===== config.mk =====
export PLATFORM = sky130hd
export DESIGN_NAME = trap_dispatch
export DESIGN_NICKNAME = d
export VERILOG_FILES = /design/src/rtl/trapdisp_pkg.sv /design/src/rtl/trapdisp_classify.sv /design/src/rtl/trapdisp_vector.sv /design/src/rtl/trapdisp_hold.sv /design/src/rtl/trap_dispatch.sv
export SDC_FILE = /design/constraint.sdc
export NUM_CORES = 1
export LEC_CHECK = 0
export BUFFER_PORTS_ARGS = -buffer_cell sky130_fd_sc_hd__buf_2
export CAP_MARGIN = 20
export CORE_MARGIN = 3
export CORE_UTILIZATION = 52
export CTS_CLUSTER_SIZE = 12
export DETAILED_ROUTE_END_ITERATION = 7
export PLACE_DENSITY = 0.88
export SLEW_MARGIN = 30
export SYNTH_ARGS = -nofsm -noshare
export SYNTH_HDL_FRONTEND = slang
export SYNTH_HIERARCHICAL = 1
export SYNTH_SLANG_ARGS = --single-unit

===== constraint.sdc =====
create_clock -name clk -period 4.7 [get_ports clk]
set_clock_uncertainty 0.2 [all_clocks]
set_input_delay 0.47 -clock clk [delete_from_list [all_inputs] [get_ports clk]]
set_output_delay 0.47 -clock clk [all_outputs]
set_load 0.05 [all_outputs]

===== src/rtl/trapdisp_pkg.sv =====
package trapdisp_pkg;

  // Outcome of decoding one opcode.
  typedef enum logic [2:0] {
    ACT_PASS      = 3'd0,
    ACT_NOP       = 3'd1,
    ACT_USER_TRAP = 3'd2,
    ACT_MON_UUO   = 3'd3,
    ACT_MON_UNIMP = 3'd4
  } act_t;

endpackage


===== src/rtl/trapdisp_classify.sv =====
module trapdisp_classify
  import trapdisp_pkg::*;
#(
  parameter int OP_W      = 9,
  parameter int USER_HI   = 31,   // last user-handled code (037)
  parameter int MON_LO    = 32,   // 040
  parameter int MON_HI    = 63,   // 077
  parameter int TABLE_LO  = 64,   // 100
  parameter int TABLE_CNT = 64,   // 100..177
  parameter int NOP_CODE  = 175   // 257
) (
  input  logic [OP_W-1:0]      op,
  input  logic                 user_mode,
  input  logic [TABLE_CNT-1:0] impl_map,
  output act_t                 act
);

  localparam logic [OP_W-1:0] USER_HI_C = OP_W'(USER_HI);
  localparam logic [OP_W-1:0] MON_LO_C  = OP_W'(MON_LO);
  localparam logic [OP_W-1:0] MON_HI_C  = OP_W'(MON_HI);
  localparam logic [OP_W-1:0] NOP_C     = OP_W'(NOP_CODE);

  logic                 is_zero;
  logic                 mon_range;
  logic                 user_range;
  logic [TABLE_CNT-1:0] miss;
  logic                 unimpl;

  assign is_zero    = (op == '0);
  assign mon_range  = is_zero || ((op >= MON_LO_C) && (op <= MON_HI_C));
  assign user_range = !is_zero && (op <= USER_HI_C);

  // One comparator per table entry: hit on this code with the bit clear.
  for (genvar i = 0; i < TABLE_CNT; i++) begin : g_table
    localparam logic [OP_W-1:0] CODE = OP_W'(TABLE_LO + i);
    assign miss[i] = (op == CODE) && !impl_map[i];
  end

  assign unimpl = |miss;

  always_comb begin
    act = ACT_PASS;
    if (mon_range)       act = ACT_MON_UUO;
    else if (user_range) act = user_mode ? ACT_USER_TRAP : ACT_MON_UUO;
    else if (unimpl)     act = ACT_MON_UNIMP;
    else if (op == NOP_C) act = ACT_NOP;
  end

endmodule


===== src/rtl/trapdisp_vector.sv =====
module trapdisp_vector
  import trapdisp_pkg::*;
#(
  parameter int ADDR_W      = 18,
  parameter int UUO_BASE    = 32,  // 040
  parameter int UNIMP_BASE  = 48,  // 060
  parameter int EXEC_SHIFT  = 64   // 0100
) (
  input  act_t              act,
  input  logic              offset_en,
  output logic              trap,
  output logic              nop,
  output logic              user_sp,
  output logic [ADDR_W-1:0] store,
  output logic [ADDR_W-1:0] exec
);

  localparam logic [ADDR_W-1:0] UUO_C   = ADDR_W'(UUO_BASE);
  localparam logic [ADDR_W-1:0] UNIMP_C = ADDR_W'(UNIMP_BASE);
  localparam logic [ADDR_W-1:0] SHIFT_C = ADDR_W'(EXEC_SHIFT);

  logic [ADDR_W-1:0] shift;
  assign shift = offset_en ? SHIFT_C : '0;

  always_comb begin
    trap    = 1'b0;
    nop     = 1'b0;
    user_sp = 1'b0;
    store   = '0;
    unique case (act)
      ACT_USER_TRAP: begin trap = 1'b1; user_sp = 1'b1; store = UUO_C; end
      ACT_MON_UUO:   begin trap = 1'b1; store = UUO_C + shift; end
      ACT_MON_UNIMP: begin trap = 1'b1; store = UNIMP_C + shift; end
      ACT_NOP:       nop = 1'b1;
      default:       ;
    endcase
  end

  // Execute location sits directly above the even store location.
  assign exec = trap ? {store[ADDR_W-1:1], 1'b1} : '0;

endmodule


===== src/rtl/trapdisp_hold.sv =====
module trapdisp_hold #(
  parameter int ADDR_W = 18
) (
  input  logic              clk,
  input  logic              rst_n,
  input  logic              load,
  input  logic              trap_d,
  input  logic              nop_d,
  input  logic              user_d,
  input  logic [ADDR_W-1:0] store_d,
  input  logic [ADDR_W-1:0] exec_d,
  output logic              trap_q,
  output logic              nop_q,
  output logic              user_q,
  output logic [ADDR_W-1:0] store_q,
  output logic [ADDR_W-1:0] exec_q
);

  always_ff @(posedge clk) begin
    if (!rst_n) begin
      trap_q  <= 1'b0;
      nop_q   <= 1'b0;
      user_q  <= 1'b0;
      store_q <= '0;
      exec_q  <= '0;
    end else if (load) begin
      trap_q  <= trap_d;
      nop_q   <= nop_d;
      user_q  <= user_d;
      store_q <= store_d;
      exec_q  <= exec_d;
    end
  end

endmodule


===== src/rtl/trap_dispatch.sv =====
module trap_dispatch
  import trapdisp_pkg::*;
#(
  parameter int OP_W      = 9,
  parameter int ADDR_W    = 18,
  parameter int TABLE_LO  = 64,
  parameter int TABLE_CNT = 64,
  parameter int NOP_CODE  = 175,
  parameter int EXEC_SHIFT = 64
) (
  input  logic                 clk,
  input  logic                 rst_n,
  input  logic                 instr_valid,
  input  logic [OP_W-1:0]      opcode,
  input  logic                 user_mode,
  input  logic                 trap_offset_en,
  input  logic [TABLE_CNT-1:0] impl_map,
  output logic                 trap_req,
  output logic [ADDR_W-1:0]    store_vec,
  output logic [ADDR_W-1:0]    exec_vec,
  output logic                 space_sel,
  output logic                 nop_flag
);

  act_t              act;
  logic              trap_d, nop_d, user_d;
  logic [ADDR_W-1:0] store_d, exec_d;

  trapdisp_classify #(
    .OP_W(OP_W), .TABLE_LO(TABLE_LO), .TABLE_CNT(TABLE_CNT), .NOP_CODE(NOP_CODE)
  ) u_cls (
    .op(opcode), .user_mode(user_mode), .impl_map(impl_map), .act(act)
  );

  trapdisp_vector #(
    .ADDR_W(ADDR_W), .EXEC_SHIFT(EXEC_SHIFT)
  ) u_vec (
    .act(act), .offset_en(trap_offset_en), .trap(trap_d), .nop(nop_d),
    .user_sp(user_d), .store(store_d), .exec(exec_d)
  );

  trapdisp_hold #(.ADDR_W(ADDR_W)) u_hold (
    .clk(clk), .rst_n(rst_n), .load(instr_valid),
    .trap_d(trap_d), .nop_d(nop_d), .user_d(user_d), .store_d(store_d), .exec_d(exec_d),
    .trap_q(trap_req), .nop_q(nop_flag), .user_q(space_sel),
    .store_q(store_vec), .exec_q(exec_vec)
  );

endmodule


* Yosys cells after proc, flatten, opt, wreduce, memory -nomap -nowiden
Cells that the tools add are included.
** Operators by class
- $add $sub $neg :: 2
- Multiply operators :: 0
- Divide/modulo/power cells :: 0
- Order comparisons :: 3
- Eq/ne operators :: 69
- Shift-type cells :: 0
- Muxes and demuxes :: 11
- Bitwise operators :: 0
- Reductions and logical operators :: 135
** Operator list (count)
- $eq 9x7->1 const B :: 64
- $logic_and 1x1->1 :: 66
- $logic_not 1->1 :: 65
- $reduce_or 64->1 :: 1
- $pmux 18 s3 :: 1
- $add 6x18->18 const A :: 2
- $mux 18 :: 1
- $eq 9x8->1 const B :: 1
- $ge 9x6->1 const B :: 1
- $le 9x5->1 const B :: 1
- $le 9x6->1 const B :: 1
- $logic_not 9->1 :: 1
- $mux 3 :: 3
- $mux 7 :: 1
- $eq 3x2->1 const B :: 2
- $mux 1 :: 5
- $eq 3x1->1 const B :: 1
- $eq 3x3->1 const B :: 1
- $reduce_or 3->1 :: 1
- $logic_or 1x1->1 :: 1
** Word-level totals
- Bits in registers :: 39
- Latch bits :: 0
- RAM bits :: 0
- Memory bits (read-only) :: 0
- Input bits :: 78
- Output and inout port bits :: 39
- Logic and storage cells :: 225
- Memories kept :: 0

* Longest topological paths before layout
- Depth in word-level cells :: 10
- Gate-level depth with buffers :: 12
- Mapped depth without buffers :: 9

* Hierarchy
Netlist, hierarchy kept.
** By module, submodules not included
- trapdisp_hold :: times used 1, cells each 126, area each 1488.9 um^2, sequential area each 780.7 um^2
- trapdisp_classify :: times used 1, cells each 95, area each 723.2 um^2, sequential area each 0.0 um^2
- trapdisp_vector :: times used 1, cells each 45, area each 335.3 um^2, sequential area each 0.0 um^2

* Worst setup path before layout
Ideal clock, no wire load.
- Path type :: input to register
- From :: input port opcode[3]
- To :: register u_hold.exec_q[0]
- Setup time :: 0.117 ns
- Data arrival time :: 2.561 ns
- Data required time :: 4.383 ns
- Slack :: 1.821 ns
- Cell stages on the path :: 10
- Path buffers :: 2
- Cells stage by stage :: buf_2 -> or2_1 -> or4_1 -> a31o_1 -> a211oi_1 -> nor3b_4 -> a21o_1 -> buf_4 -> mux2i_1 -> nor2b_1
** Between the ends
- Cells in the longest elaborated chain, start to end :: 10
- Elaborated cells between the ends (all ways) :: 148
- Those cells by class :: 3 x order compare; 68 x eq/ne; 6 x mux; 71 x reduce/logical
** Ends and longest elaborated chain
- start: declaration :: line trap_dispatch.sv:14 : input logic [OP_W-1:0] opcode,
- $eq 9x7->1 :: line trapdisp_classify.sv:36 : assign miss[i] = (op == CODE) && !impl_map[i];
- $logic_and 1x1->1 :: line trapdisp_classify.sv:36
- $reduce_or 64->1 :: line trapdisp_classify.sv:39 : assign unimpl = |miss;
- $mux 3 :: line trapdisp_classify.sv:45 : else if (unimpl) act = ACT_MON_UNIMP;
- $mux 3 :: line trapdisp_classify.sv:44 : else if (user_range) act = user_mode ? ACT_USER_TRAP : ACT_MON_UUO;
- $mux 3 (*) :: line trapdisp_classify.sv:43 : if (mon_range) act = ACT_MON_UUO;
- via act[0] :: line trap_dispatch.sv:25 : act_t act;
- $eq 3x2->1 or $eq 3x3->1 (tied branches) :: line trapdisp_vector.sv:30 : unique case (act)
- $reduce_or 3->1 (no source line) (*)
- $mux 1 (*) :: line trapdisp_vector.sv:30
- via trap_d :: line trap_dispatch.sv:26 : logic trap_d, nop_d, user_d;
- $mux 18 (*) :: line trapdisp_vector.sv:40 : assign exec = trap ? {store[ADDR_W-1:1], 1'b1} : '0;
- via exec_d[0] :: line trap_dispatch.sv:27 : logic [ADDR_W-1:0] store_d, exec_d;
- end signal: assignment :: line trapdisp_hold.sv:25 : exec_q <= '0;
- end signal: assignment :: line trapdisp_hold.sv:31 : exec_q <= exec_d;
- end: declaration :: line trapdisp_hold.sv:16 : output logic [ADDR_W-1:0] exec_q
The timed path passes the listed nets; every way through them passes the cells marked *.
A chain may end at the register's enable or synchronous reset.

* Worst setup path in the final report
- From :: input port opcode[3]
- To :: register u_hold.trap_q
** Between the ends
- Cells in the longest elaborated chain, start to end :: 9
- Elaborated cells between the ends (all ways) :: 147
- Those cells by class :: 3 x order compare; 68 x eq/ne; 5 x mux; 71 x reduce/logical
** Ends and longest elaborated chain
- $eq 9x7->1 :: line trapdisp_classify.sv:36
- $logic_and 1x1->1 :: line trapdisp_classify.sv:36
- $reduce_or 64->1 :: line trapdisp_classify.sv:39
- $mux 3 :: line trapdisp_classify.sv:45
- $mux 3 :: line trapdisp_classify.sv:44
- $mux 3 (*) :: line trapdisp_classify.sv:43
- via act[0] :: line trap_dispatch.sv:25
- $eq 3x2->1 or $eq 3x3->1 (tied branches) :: line trapdisp_vector.sv:30
- $reduce_or 3->1 (no source line) (*)
- $mux 1 (*) :: line trapdisp_vector.sv:30
- via trap_d :: line trap_dispatch.sv:26
- end signal: assignment :: line trapdisp_hold.sv:27 : trap_q <= trap_d;
- end: declaration :: line trapdisp_hold.sv:12 : output logic trap_q,
Marked as above.

==> results.sh <==
export IMPL_clock_fmax_mhz=338
export IMPL_cts_sinks=39
export IMPL_pin_count=117
export IMPL_yosysTopAreaCell="dfxtp_1"
export IMPL_critical_path_buf_inv_count=1
export IMPL_cts_setup_buffers=0
export IMPL_drive_gt1_frac=0.364
export IMPL_diodes=0
export IMPL_place_congestion=0.853
export IMPL_tns_ps=0
export IMPL_dieWidth_um=76.0
export IMPL_yosysTopAreaCellShare=0.306
export IMPL_avgRoutedWirePerCell_um=13.4
export IMPL_swShare=0.310
export IMPL_syn2layout_area_growth_pct=19.3
export IMPL_slew_headroom=0.368
export IMPL_hold_viol=0
export IMPL_power_density_nw_per_um2=260
export IMPL_wl_mm=5.78
export IMPL_clk_pin_slew_ps=70
export IMPL_path_max_fanout=26
export IMPL_crit_path_start_kind="primary input"
export IMPL_initialDrtViolationCount=159
export IMPL_vias_per_cell=4.98
export IMPL_timing_final_max_slew_violations=0
export IMPL_grt_max_degree=40
export IMPL_cts_resized=0
export IMPL_worst_endpoint_arrival_ps=2930
export IMPL_die_h_um=76.0
export IMPL_tritoncts="built"
export IMPL_path_class="in -> reg"
export IMPL_root_buffer="clkbuf_8"
export IMPL_vias=2157
export IMPL_r2r_worst_path_cells=2
export IMPL_coreArea_um2=4530
export IMPL_grt_overflow_total=0
export IMPL_critPathMaxStageDelay_ps=660
export IMPL_status="finished, final reports clean"
export IMPL_grt_setup_unrepaired="no"
export IMPL_final_period_utilization=0.629
export IMPL_slowest_stage="a211oi_1"
export IMPL_clk_path_buf_depth=2
export IMPL_p_switching_uw=245
export IMPL_setup_viol=0
export IMPL_leakagePower_uw=0.00149
export IMPL_post_place_cells=426
export IMPL_die_area_um2=5770
export IMPL_hpwl_mm=4.48
export IMPL_dr_pass1_iters=4
export IMPL_ys_top_cells_by_count="nor2b_1, mux2i_1, dfxtp_1"
export IMPL_synth_async_reset_ratio=0
export IMPL_grt_usage=0.199
export IMPL_path_cells="buf_2 -> or2_1 -> or4_1 -> a31o_1 -> a211oi_1 -> nor3b_4 -> a21o_1 -> mux2i_1 -> nor2b_1"
export IMPL_synth_most_common_cell="nor2b_1"
export IMPL_holdCritStartpoint="u_hold/store_q[13]"
export IMPL_power_share_clock=0.279
export IMPL_grt_pass1_vias=2080
export IMPL_tightest_slew_ps=940
export IMPL_synthTopCellsByArea="dfxtp_1, mux2i_1, nor2b_1"
export IMPL_r2r_setup_slack_ps=3860
export IMPL_crit_required_ps=4680
export IMPL_hold_buffers=0
export IMPL_synth_edff_count=0
export IMPL_whs_endpoint="u_hold/store_q[13]"
export IMPL_ys_seq_elements=39
export IMPL_port_buffer_count=116
export IMPL_core_rowCount=24
export IMPL_antenna_found_initial=0
export IMPL_yosysSeqAreaShare=0.306
export IMPL_seqPwrFrac=0.448
export IMPL_reg2reg_to="u_hold/store_q[11]"
export IMPL_critical_path_top_delay_family="compound AO/OA/AOI/OAI gates"
export IMPL_htreeDepth=2
export IMPL_synth_avg_cell_area_um2=9.58
export IMPL_start_util=0.562
export IMPL_cp_end_kind="flip-flop"
export IMPL_max_cap_viol_count=0
export IMPL_drc=0
export IMPL_finalCriticalPeriod_ps=2960
export IMPL_p_int_uw=546
export IMPL_clk_latency_ps=280
export IMPL_grt_pass1_wl_mm=9.69
export IMPL_hold_depth=2
export IMPL_r2r_start="u_hold/store_q[11]"
export IMPL_ys_warn_count=6
export IMPL_numCtsBuffers=5
export IMPL_hold_class="reg -> reg"
export IMPL_ir_drop_v=0.000212
export IMPL_final_antenna_net_count=0
export IMPL_p_comb_frac=0.272
export IMPL_ys_types=50
export IMPL_fin_cells=433
export IMPL_postSynthCellCount=266
export IMPL_ys_flop_type="dfxtp_1"
export IMPL_nets=446
export IMPL_synth_area_um2=2550
worst max-delay path by stage:
stage / from / to / depth (start not counted)
2_1_floorplan: opcode[3] / u_hold/exec_q[0] / 10
3_3_place_gp: opcode[3] / u_hold/trap_q / 9
3_5_place_dp: opcode[3] / u_hold/trap_q / 9
4_1_cts: opcode[3] / u_hold/trap_q / 9
5_1_grt: opcode[0] / u_hold/trap_q / 10
6_report: opcode[3] / u_hold/trap_q / 9
cell type report:
| type | instances | area [um2] |
|---|---|---|
| fill | 377 | 1500 |
| sequential | 39 | 781 |
| timing repair buffer | 116 | 583 |
| clock buffer | 6 | 82.6 |
| multi-input combinational | 202 | 1490 |
| tap | 65 | 81.3 |
| inverter | 4 | 15.0 |
| clock inverter | 1 | 5.00 |
metal layers:
| layer | GRT usage | wire length (um) | part of all wire | up-vias |
|---|---|---|---|---|
| li1 | - | - | - | 1095 |
| met2 | 0.325 | 2690 | 0.47 | 96 |
| met5 | 0 | 0 | 0 | - |
| met4 | 0.0525 | 79 | 0.014 | 0 |
| met1 | 0.253 | 2500 | 0.43 | 954 |
| met3 | 0.0650 | 508 | 0.088 | 12 |
cell usage in the layout (no fill, tap or decap), types with 2 or more instances in the layout:
cell and instances:
o22ai_1 8, buf_2 115, a21o_1 3, inv_1 4, o221ai_1 2, mux2i_1 41
nand2b_1 3, nor3b_1 2, nor2b_1 46, nand2_1 9, dfxtp_1 39, o21ai_0 2
o32ai_1 6, or4_1 2, clkbuf_8 6, a211oi_1 4, a32oi_1 2, conb_1 29
nor2_1 4, a2111oi_0 2, mux2_1 2, nor3_1 4, o211ai_1 2, mux2_2 7
tightest hold or removal path: cells and delay by family, from the launching register on:
family / cells / cell delay [ps]
AND/OR/NAND/NOR: 1 / 90
multiplexers: 1 / 60
flip-flops: 1 / 320
flip-flops by register name (all words and copies together) (netlist names):
signal	cells
u_hold/nop_q	1
u_hold/user_q	1
u_hold/trap_q	1
u_hold/store_q	18
u_hold/exec_q	18
logic make-up after synthesis:
family                 after synthesis  synth area share
and+or+nand+nor                     81             0.195
buffers and inverters               53             0.150
other                                1           0.00147
DFF                                 39             0.306
muxes                               52             0.220
AOI/OAI and AO/OA                   40             0.127
per-stage QoR:
stage / hold WS [ps] / total power, uW / setup slack, ps / utilization / instance area [um2]
4_1_cts: 318 / 797 / 1760 / 0.670 / 3040
3_3_place_gp: 289 / 573 / 1550 / 0.650 / 2950
3_5_place_dp: 299 / 577 / 1470 / 0.651 / 2950
5_1_grt: 342 / 833 / 1570 / 0.670 / 3040
2_1_floorplan: 543 / 539 / 1820 / - / 2650
6_report: 311 / 791 / 1740 / 0.670 / 3040
power groups by stage:
stage	Combinational [uW]	Sequential [uW]	Clock (uW)
after floorplan	117	422	0
after global placement	211	362	0
after detailed placement	214	362	0
after CTS	215	355	227
after global routing	233	357	243
final	215	355	221
Power figures use the tool's default switching activity.
